===== src/rtl/bgf_pkg.sv =====
package bgf_pkg;

   typedef struct packed {
      logic [2:0] fine_y;
      logic       page_y;
      logic       page_x;
      logic [4:0] coarse_y;
      logic [4:0] coarse_x;
   } scroll_t;

   typedef enum logic [1:0] {
      FK_TILE  = 2'd0,
      FK_ATTR  = 2'd1,
      FK_PLANE0 = 2'd2,
      FK_PLANE1 = 2'd3
   } fetch_kind_e;

   typedef struct packed {
      logic [7:0] tile;
      logic [7:0] attr;
      logic [7:0] plane0;
      logic [7:0] plane1;
      logic [1:0] pal;
      logic [2:0] fine_x;
   } tile_rec_t;

   localparam int unsigned SLOT_DOTS = 8;

   function automatic scroll_t step_x(input scroll_t s);
      scroll_t r = s;
      if (s.coarse_x == 5'd31) begin
         r.coarse_x = 5'd0;
         r.page_x   = ~s.page_x;
      end else begin
         r.coarse_x = s.coarse_x + 5'd1;
      end
      return r;
   endfunction

   function automatic scroll_t step_y(input scroll_t s, input logic [4:0] last_row);
      scroll_t r = s;
      if (s.fine_y != 3'd7) begin
         r.fine_y = s.fine_y + 3'd1;
      end else begin
         r.fine_y = 3'd0;
         if (s.coarse_y == last_row) begin
            r.coarse_y = 5'd0;
            r.page_y   = ~s.page_y;
         end else if (s.coarse_y == 5'd31) begin
            r.coarse_y = 5'd0;
         end else begin
            r.coarse_y = s.coarse_y + 5'd1;
         end
      end
      return r;
   endfunction

endpackage


===== src/rtl/bgf_timing.sv =====
module bgf_timing
   import bgf_pkg::*;
#(
   parameter int unsigned DOT_W          = 9,
   parameter int unsigned LINE_W         = 9,
   parameter int unsigned VIS_LINES      = 240,
   parameter int unsigned PRE_LINE       = 261,
   parameter int unsigned FETCH_END      = 256,
   parameter int unsigned PREFETCH_START = 321,
   parameter int unsigned PREFETCH_END   = 336,
   parameter int unsigned VRL_START      = 280,
   parameter int unsigned VRL_END        = 304
) (
   input  logic [LINE_W-1:0] line_i,
   input  logic [DOT_W-1:0]  dot_i,
   input  logic              render_en_i,
   output logic              fetch_o,
   output fetch_kind_e       kind_o,
   output logic              inc_x_o,
   output logic              inc_y_o,
   output logic              hreload_o,
   output logic              vreload_o
);

   localparam int unsigned HRELOAD_DOT = FETCH_END + 1;

   logic [2:0] phase;
   logic       in_main;
   logic       in_pre;
   logic       in_window;
   logic       is_pre_line;
   logic       line_ok;
   logic       active;

   always_comb begin
      phase       = dot_i[2:0] - 3'd1;
      in_main     = (dot_i >= DOT_W'(1)) && (dot_i <= DOT_W'(FETCH_END));
      in_pre      = (dot_i >= DOT_W'(PREFETCH_START)) && (dot_i <= DOT_W'(PREFETCH_END));
      in_window   = in_main || in_pre;
      is_pre_line = (line_i == LINE_W'(PRE_LINE));
      line_ok     = (line_i < LINE_W'(VIS_LINES)) || is_pre_line;
      active      = render_en_i && line_ok;

      fetch_o   = active && in_window && phase[0];
      kind_o    = fetch_kind_e'(phase[2:1]);
      inc_x_o   = active && in_window && (phase == 3'd7);
      inc_y_o   = active && (dot_i == DOT_W'(FETCH_END));
      hreload_o = active && (dot_i == DOT_W'(HRELOAD_DOT));
      vreload_o = active && is_pre_line &&
                  (dot_i >= DOT_W'(VRL_START)) && (dot_i <= DOT_W'(VRL_END));
   end

endmodule


===== src/rtl/bgf_addr.sv =====
module bgf_addr
   import bgf_pkg::*;
(
   input  scroll_t     v_i,
   input  fetch_kind_e kind_i,
   input  logic [7:0]  tile_i,
   input  logic        pat_hi_i,
   output logic [13:0] addr_o
);

   always_comb begin
      unique case (kind_i)
         FK_TILE:   addr_o = {2'b10, v_i.page_y, v_i.page_x, v_i.coarse_y, v_i.coarse_x};
         FK_ATTR:   addr_o = {2'b10, v_i.page_y, v_i.page_x, 4'b1111,
                              v_i.coarse_y[4:2], v_i.coarse_x[4:2]};
         FK_PLANE0: addr_o = {1'b0, pat_hi_i, tile_i, 1'b0, v_i.fine_y};
         default:   addr_o = {1'b0, pat_hi_i, tile_i, 1'b1, v_i.fine_y};
      endcase
   end

endmodule


===== src/rtl/bgf_vreg.sv =====
module bgf_vreg
   import bgf_pkg::*;
#(
   parameter int unsigned LAST_ROW = 29
) (
   input  logic    clk,
   input  logic    rst_n,
   input  logic    wr_i,
   input  scroll_t wr_data_i,
   input  scroll_t t_i,
   input  logic    inc_x_i,
   input  logic    inc_y_i,
   input  logic    hreload_i,
   input  logic    vreload_i,
   output scroll_t v_o
);

   localparam logic [4:0] LAST_ROW_V = 5'(LAST_ROW);

   scroll_t v_q;
   scroll_t v_nxt;

   always_comb begin
      v_nxt = v_q;
      if (inc_x_i) v_nxt = step_x(v_nxt);
      if (inc_y_i) v_nxt = step_y(v_nxt, LAST_ROW_V);
      if (hreload_i) begin
         v_nxt.coarse_x = t_i.coarse_x;
         v_nxt.page_x   = t_i.page_x;
      end
      if (vreload_i) begin
         v_nxt.fine_y   = t_i.fine_y;
         v_nxt.page_y   = t_i.page_y;
         v_nxt.coarse_y = t_i.coarse_y;
      end
      if (wr_i) v_nxt = wr_data_i;
   end

   always_ff @(posedge clk or negedge rst_n) begin
      if (!rst_n) v_q <= '0;
      else        v_q <= v_nxt;
   end

   assign v_o = v_q;

endmodule


===== src/rtl/bgf_tile_cap.sv =====
module bgf_tile_cap
   import bgf_pkg::*;
#(
   parameter int unsigned NUM_HELD = 3
) (
   input  logic        clk,
   input  logic        rst_n,
   input  logic        fetch_i,
   input  fetch_kind_e kind_i,
   input  logic [7:0]  rd_data_i,
   input  logic        emit_i,
   input  logic        cx1_i,
   input  logic        cy1_i,
   input  logic [2:0]  fine_x_i,
   output logic [7:0]  tile_o,
   output logic        valid_o,
   output tile_rec_t   rec_o
);

   logic [7:0] held_q [NUM_HELD];
   logic [1:0] pal_q;
   logic [2:0] shift;
   logic       valid_q;
   tile_rec_t  rec_q;

   for (genvar k = 0; k < NUM_HELD; k++) begin : g_held
      always_ff @(posedge clk or negedge rst_n) begin
         if (!rst_n)
            held_q[k] <= '0;
         else if (fetch_i && (kind_i == fetch_kind_e'(2'(k))))
            held_q[k] <= rd_data_i;
      end
   end

   assign shift = {cy1_i, cx1_i, 1'b0};

   always_ff @(posedge clk or negedge rst_n) begin
      if (!rst_n)
         pal_q <= '0;
      else if (fetch_i && (kind_i == FK_ATTR))
         pal_q <= 2'(rd_data_i >> shift);
   end

   always_ff @(posedge clk or negedge rst_n) begin
      if (!rst_n) begin
         valid_q <= 1'b0;
         rec_q   <= '0;
      end else begin
         valid_q <= emit_i;
         if (emit_i) begin
            rec_q.tile   <= held_q[FK_TILE];
            rec_q.attr   <= held_q[FK_ATTR];
            rec_q.plane0 <= held_q[FK_PLANE0];
            rec_q.plane1 <= rd_data_i;
            rec_q.pal    <= pal_q;
            rec_q.fine_x <= fine_x_i;
         end
      end
   end

   assign tile_o  = held_q[FK_TILE];
   assign valid_o = valid_q;
   assign rec_o   = rec_q;

endmodule


===== src/rtl/bg_fetch_seq.sv =====
module bg_fetch_seq
   import bgf_pkg::*;
#(
   parameter int unsigned DOT_W          = 9,
   parameter int unsigned LINE_W         = 9,
   parameter int unsigned VIS_LINES      = 240,
   parameter int unsigned PRE_LINE       = 261,
   parameter int unsigned FETCH_END      = 256,
   parameter int unsigned PREFETCH_START = 321,
   parameter int unsigned PREFETCH_END   = 336,
   parameter int unsigned VRL_START      = 280,
   parameter int unsigned VRL_END        = 304,
   parameter int unsigned LAST_ROW       = 29
) (
   input  logic              clk,
   input  logic              rst_n,
   input  logic [LINE_W-1:0] line_i,
   input  logic [DOT_W-1:0]  dot_i,
   input  logic              render_en_i,
   input  logic              pat_hi_i,
   input  logic [14:0]       t_addr_i,
   input  logic [2:0]        fine_x_i,
   input  logic              v_wr_i,
   input  logic [14:0]       v_wr_data_i,
   output logic              rd_en_o,
   output logic [13:0]       rd_addr_o,
   input  logic [7:0]        rd_data_i,
   output logic [14:0]       v_addr_o,
   output logic              tile_valid_o,
   output logic [7:0]        tile_idx_o,
   output logic [7:0]        tile_attr_o,
   output logic [7:0]        tile_lo_o,
   output logic [7:0]        tile_hi_o,
   output logic [1:0]        tile_pal_o,
   output logic [2:0]        tile_fine_x_o
);

   localparam int unsigned PRE_SLOTS = (PREFETCH_END - PREFETCH_START + 1) / SLOT_DOTS;

   initial begin
      assert (FETCH_END % SLOT_DOTS == 0)
         else $error("FETCH_END must end a slot");
      assert (PREFETCH_START % SLOT_DOTS == 1)
         else $error("PREFETCH_START must begin a slot");
      assert (PRE_SLOTS * SLOT_DOTS == PREFETCH_END - PREFETCH_START + 1)
         else $error("pre-fetch window must be whole slots");
      assert (PREFETCH_END < (1 << DOT_W))
         else $error("DOT_W too narrow");
      assert (PRE_LINE >= VIS_LINES && PRE_LINE < (1 << LINE_W))
         else $error("PRE_LINE out of range");
      assert (VRL_START > FETCH_END + 1 && VRL_END < PREFETCH_START && VRL_START <= VRL_END)
         else $error("vertical reload window misplaced");
      assert (LAST_ROW < 31)
         else $error("LAST_ROW must be below 31");
   end

   logic        fetch;
   fetch_kind_e kind;
   logic        inc_x, inc_y, hreload, vreload;
   scroll_t     v;
   logic [7:0]  cur_tile;
   tile_rec_t   rec;

   bgf_timing #(
      .DOT_W(DOT_W), .LINE_W(LINE_W), .VIS_LINES(VIS_LINES), .PRE_LINE(PRE_LINE),
      .FETCH_END(FETCH_END), .PREFETCH_START(PREFETCH_START), .PREFETCH_END(PREFETCH_END),
      .VRL_START(VRL_START), .VRL_END(VRL_END)
   ) i_timing (
      .line_i(line_i), .dot_i(dot_i), .render_en_i(render_en_i),
      .fetch_o(fetch), .kind_o(kind), .inc_x_o(inc_x), .inc_y_o(inc_y),
      .hreload_o(hreload), .vreload_o(vreload)
   );

   bgf_vreg #(.LAST_ROW(LAST_ROW)) i_vreg (
      .clk(clk), .rst_n(rst_n),
      .wr_i(v_wr_i), .wr_data_i(scroll_t'(v_wr_data_i)), .t_i(scroll_t'(t_addr_i)),
      .inc_x_i(inc_x), .inc_y_i(inc_y), .hreload_i(hreload), .vreload_i(vreload),
      .v_o(v)
   );

   bgf_addr i_addr (
      .v_i(v), .kind_i(kind), .tile_i(cur_tile), .pat_hi_i(pat_hi_i), .addr_o(rd_addr_o)
   );

   bgf_tile_cap #(.NUM_HELD(3)) i_cap (
      .clk(clk), .rst_n(rst_n),
      .fetch_i(fetch), .kind_i(kind), .rd_data_i(rd_data_i), .emit_i(inc_x),
      .cx1_i(v.coarse_x[1]), .cy1_i(v.coarse_y[1]), .fine_x_i(fine_x_i),
      .tile_o(cur_tile), .valid_o(tile_valid_o), .rec_o(rec)
   );

   assign rd_en_o       = fetch;
   assign v_addr_o      = v;
   assign tile_idx_o    = rec.tile;
   assign tile_attr_o   = rec.attr;
   assign tile_lo_o     = rec.plane0;
   assign tile_hi_o     = rec.plane1;
   assign tile_pal_o    = rec.pal;
   assign tile_fine_x_o = rec.fine_x;

endmodule


===== config.mk =====
export PLATFORM = sky130hd
export DESIGN_NAME = bg_fetch_seq
export DESIGN_NICKNAME = d
export VERILOG_FILES = /design/src/rtl/bgf_pkg.sv /design/src/rtl/bgf_timing.sv /design/src/rtl/bgf_addr.sv /design/src/rtl/bgf_vreg.sv /design/src/rtl/bgf_tile_cap.sv /design/src/rtl/bg_fetch_seq.sv
export SDC_FILE = /design/constraint.sdc
export NUM_CORES = 1
export LEC_CHECK = 0
export CAP_MARGIN = 25
export CORE_MARGIN = 4
export CORE_UTILIZATION = 42
export DETAILED_ROUTE_END_ITERATION = 8
export PLACE_DENSITY = 0.77
export SKIP_CTS_REPAIR_TIMING = 1
export SLEW_MARGIN = 25
export SYNTH_ARGS = -nofsm -noshare
export SYNTH_HDL_FRONTEND = slang
export SYNTH_SLANG_ARGS = --single-unit

===== constraint.sdc =====
create_clock -name clk -period 1.7 [get_ports clk]
set_input_delay 0.17 -clock clk [delete_from_list [all_inputs] [get_ports clk]]
set_output_delay 0.17 -clock clk [all_outputs]
set_load 0.01 [all_outputs]

==> results.json <==
{
  "ys_ff_latch": 79,
  "crit_type": "flip-flop to flip-flop",
  "insertion_delay_ns": 0.36,
  "crit_required_ns": 2.00,
  "worst_slew_pin_slew_ns": 0.7106,
  "fmax_mhz": 501.3,
  "path_cells": "ha_4 > ha_4 > inv_2 > a2111o_1 > buf_6 > or3_4 > a311oi_2 > a21o_1",
  "cp_common_cell": "ha_4",
  "finalMaxSlewViolations": 0,
  "relSlewSlack": 0.5245,
  "status": "finished, violations left",
  "use_met1": 0.2573,
  "ys_warn_count": 0,
  "die_h_um": 106.6,
  "diodes": 0,
  "synth_most_common_cell": "dfrtp_1",
  "cts.reportedPaths.clkPinSlew_ns": 0.09,
  "num_vias": 3645,
  "ys.flop_type": "dfrtp_1",
  "synth_top_area_frac": 0.4844,
  "clockBufferDepth": 2,
  "wl_um": 13390,
  "synth_edf_count": 0,
  "power.total_mw": 6.142,
  "pwr-share-seq": 0.413,
  "core-area_um2": 9371,
  "place.gp.congestion": 0.9017,
  "setup_viol": 75,
  "crit_slowest_cell": "dfrtp_2",
  "cpPeakStageDelay_ns": 0.40,
  "drt_pass1_iterations": 4,
  "gr-total-overflow": 0,
  "end_kind": "flip-flop",
  "placed_cell_area_um2": 6295,
  "wl_per_cell_um": 19.63,
  "path_max_fanout": 7,
  "fin_crit_sh": 1.173,
  "syn_to_final_growth_pct": 71.09,
  "cp.arrival_ns": 2.30,
  "cts_sinks": 79,
  "hold_violations": 0,
  "p_sw_mw": 1.768,
  "p_leak_nw": 3.305,
  "grt_pass1_wl_um": 19350,
  "p_clk_frac": 0.257,
  "hold_slack_ns": 0.2995,
  "power.share.combinational": 0.330,
  "cts_max_level": 3,
  "placedCellCount": 648,
  "final_area_um2": 6983,
  "violations": "negative setup slack",
  "dp_hpwl_um": 9544,
  "cts_buffers": 9,
  "routed_via_density": 5.345,
  "antenna_found_initial": 0,
  "fin_cells": 682,
  "drive_gt1_frac": 0.4105,
  "power.internal_mw": 4.374,
  "post-route-drc-count": 0,
  "cts_root_buf": "clkbuf_8",
  "pwr_density_cell_nw_per_um2": 879.6,
  "ys_types": 56,
  "maxCapViolCount": 0,
  "rows": 35,
  "syn_area_um2": 4081,
  "avgSynthCellArea_um2": 12.04,
  "cp-start-kind": "flip-flop",
  "yosys.area.top_type": "dfrtp_1",
  "ir_worst_vdd_mv": 0.4645,
  "grt_pass1_vias": 3679,
  "cts_tree": "yes",
  "syn_nets": 413,
  "ioPinCount": 132,
  "use_met3": 0.05599,
  "postSynthCellCount": 339,
  "die_area_um2": 11360,
  "grt_setup_unrepaired": "true",
  "synth_commonest_cells": "dfrtp_1 (79), mux2_2 (48), nand2_1 (25), o21ai_0 (19), nor2_1 (18)",
  "final_nets": 622,
  "skew_ns": 0.008934,
  "busiest_layer": "met2",
  "portBuffers": 131,
  "setup_slack_ns": -0.2946,
  "grt_util_met2": 0.3835,
  "die_width_um": 106.6,
  "async_flop_share": 1.000,
  "min_period_ns": 1.995,
  "drtIter0Drc": 171,
  "ant_nets": 0,
  "start_util": 0.4355,
  "grtUsageTotal": 0.2186,
  "hold_path.class": "input port to asynchronous set/reset pin",
  "ys_seq_area_frac": 0.4844,
  "synth_area_leaders": "dfrtp_1 (48%), mux2_2 (13%), mux2_4 (5.9%), ha_1 (3.1%), o21ai_0 (2.3%)",
  "grt_start_max_net_pins": 36,
  "sw_frac_of_total": 0.2879
}
## flip-flops by register name, indices dropped and copies added (netlist names)
name,count
i_cap.rec_o,37
i_cap.tile_o,8
i_vreg.v_o,15
i_cap.pal_q,2
i_cap.valid_o,1
i_cap.held_q,16
## critical path: cells and delay by family (launching register included)
family	cells	cell delay, ns
compound gates	3	0.75
flops	1	0.40
simple gates	1	0.32
fa+ha+maj	2	0.28
buf+inv	2	0.19
## power by group through the flow
stage	Combinational, mW	Clock [mW]	Sequential [mW]
6_report	2.03	1.58	2.54
3_5_place_dp	1.94	0	2.55
3_3_place_gp	1.89	0	2.53
4_1_cts	1.95	1.60	2.53
5_1_grt	2.15	1.69	2.59
2_1_floorplan	0.804	0	2.59
## routing by layer
layer  vias to the layer above  part of all wire
li1                       1669                 -
met1                      1809              0.40
met2                       141              0.52
met3                        26             0.063
met4                         0             0.019
met5                         -                 0
## cell type report
class | instances | area [um^2]
fill | 641 | 2389
tap | 129 | 161.4
inverter | 9 | 33.78
multi-input combinational | 236 | 2449
timing repair buffer | 213 | 2137
clock buffer | 10 | 127.6
sequential | 79 | 1979
clock inverter | 6 | 95.09
## kinds of logic (layout without fill, tap and decap cells)
kind of cell               Yosys count  after routing  synth area share
DFF                                 79             79            0.4844
muxes                               75             75            0.2244
buffers and inverters               25            238           0.03311
AOI/OAI and AO/OA                   59             59           0.09749
adders and majority gates           10             10           0.03066
xor gates and xnor gates             2              2          0.004293
and+or+nand+nor                     89             90            0.1257
## stage by stage
step,worst slack (ns),utilization,setup TNS (ns)
after floorplan,-0.4022,-,-21.00
after global placement,-0.8357,0.6717,-71.38
after detailed placement,-0.9125,0.6717,-75.76
after CTS,-0.8888,0.6955,-45.76
after global routing,-0.3531,0.7451,-12.87
final,-0.2946,0.7451,-10.46
## cells in the final DEF (no fill, tap or decap), types with 3 or more instances in the layout
cell	netlist	routed
dfrtp_1	79	77
clkdlybuf4s50_1	0	94
or4_4	1	3
mux2_4	16	63
dlymetal6s2s_1	0	26
buf_2	0	4
buf_4	5	65
a21o_1	3	3
nor3_1	7	3
nor2_4	2	3
inv_2	0	3
nand3_1	4	4
nor2_1	18	16
ha_2	0	3
a21oi_1	8	5
nor2b_1	5	5
a211oi_2	0	3
ha_4	0	3
mux2i_1	9	7
ha_1	10	4
a22oi_1	4	4
o21ai_0	19	6
nand2_1	25	25
inv_1	9	6
o21ai_1	1	12
clkbuf_2	0	4
buf_6	3	8
clkbuf_8	0	9
buf_12	0	7
nor3_4	0	3
clkbuf_16	0	3
clkinv_4	0	4
o31ai_1	6	6
## final timing paths
kind | slack [ns] | cells past startpoint | to | start
worst max-delay path | -0.29 | 8 | i_vreg.v_o[11]$_DFFE_PN0P_ | i_vreg.v_o[12]$_DFFE_PN0P_
worst min register to register | 0.52 | 1 | i_cap.rec_o[2]$_DFFE_PN0P_ | i_cap.rec_o[2]$_DFFE_PN0P_
worst max register to register | -0.29 | 8 | i_vreg.v_o[11]$_DFFE_PN0P_ | i_vreg.v_o[12]$_DFFE_PN0P_
max in group asynchronous | 0.79 | 3 | i_vreg.v_o[3]$_DFFE_PN0P_ | rst_n
min in group clk | 0.37 | 3 | i_vreg.v_o[9]$_DFFE_PN0P_ | v_wr_data_i[9]
worst min-delay path | 0.30 | 2 | i_cap.rec_o[27]$_DFFE_PN0P_ | rst_n
(Power assumes the default switching activity.)
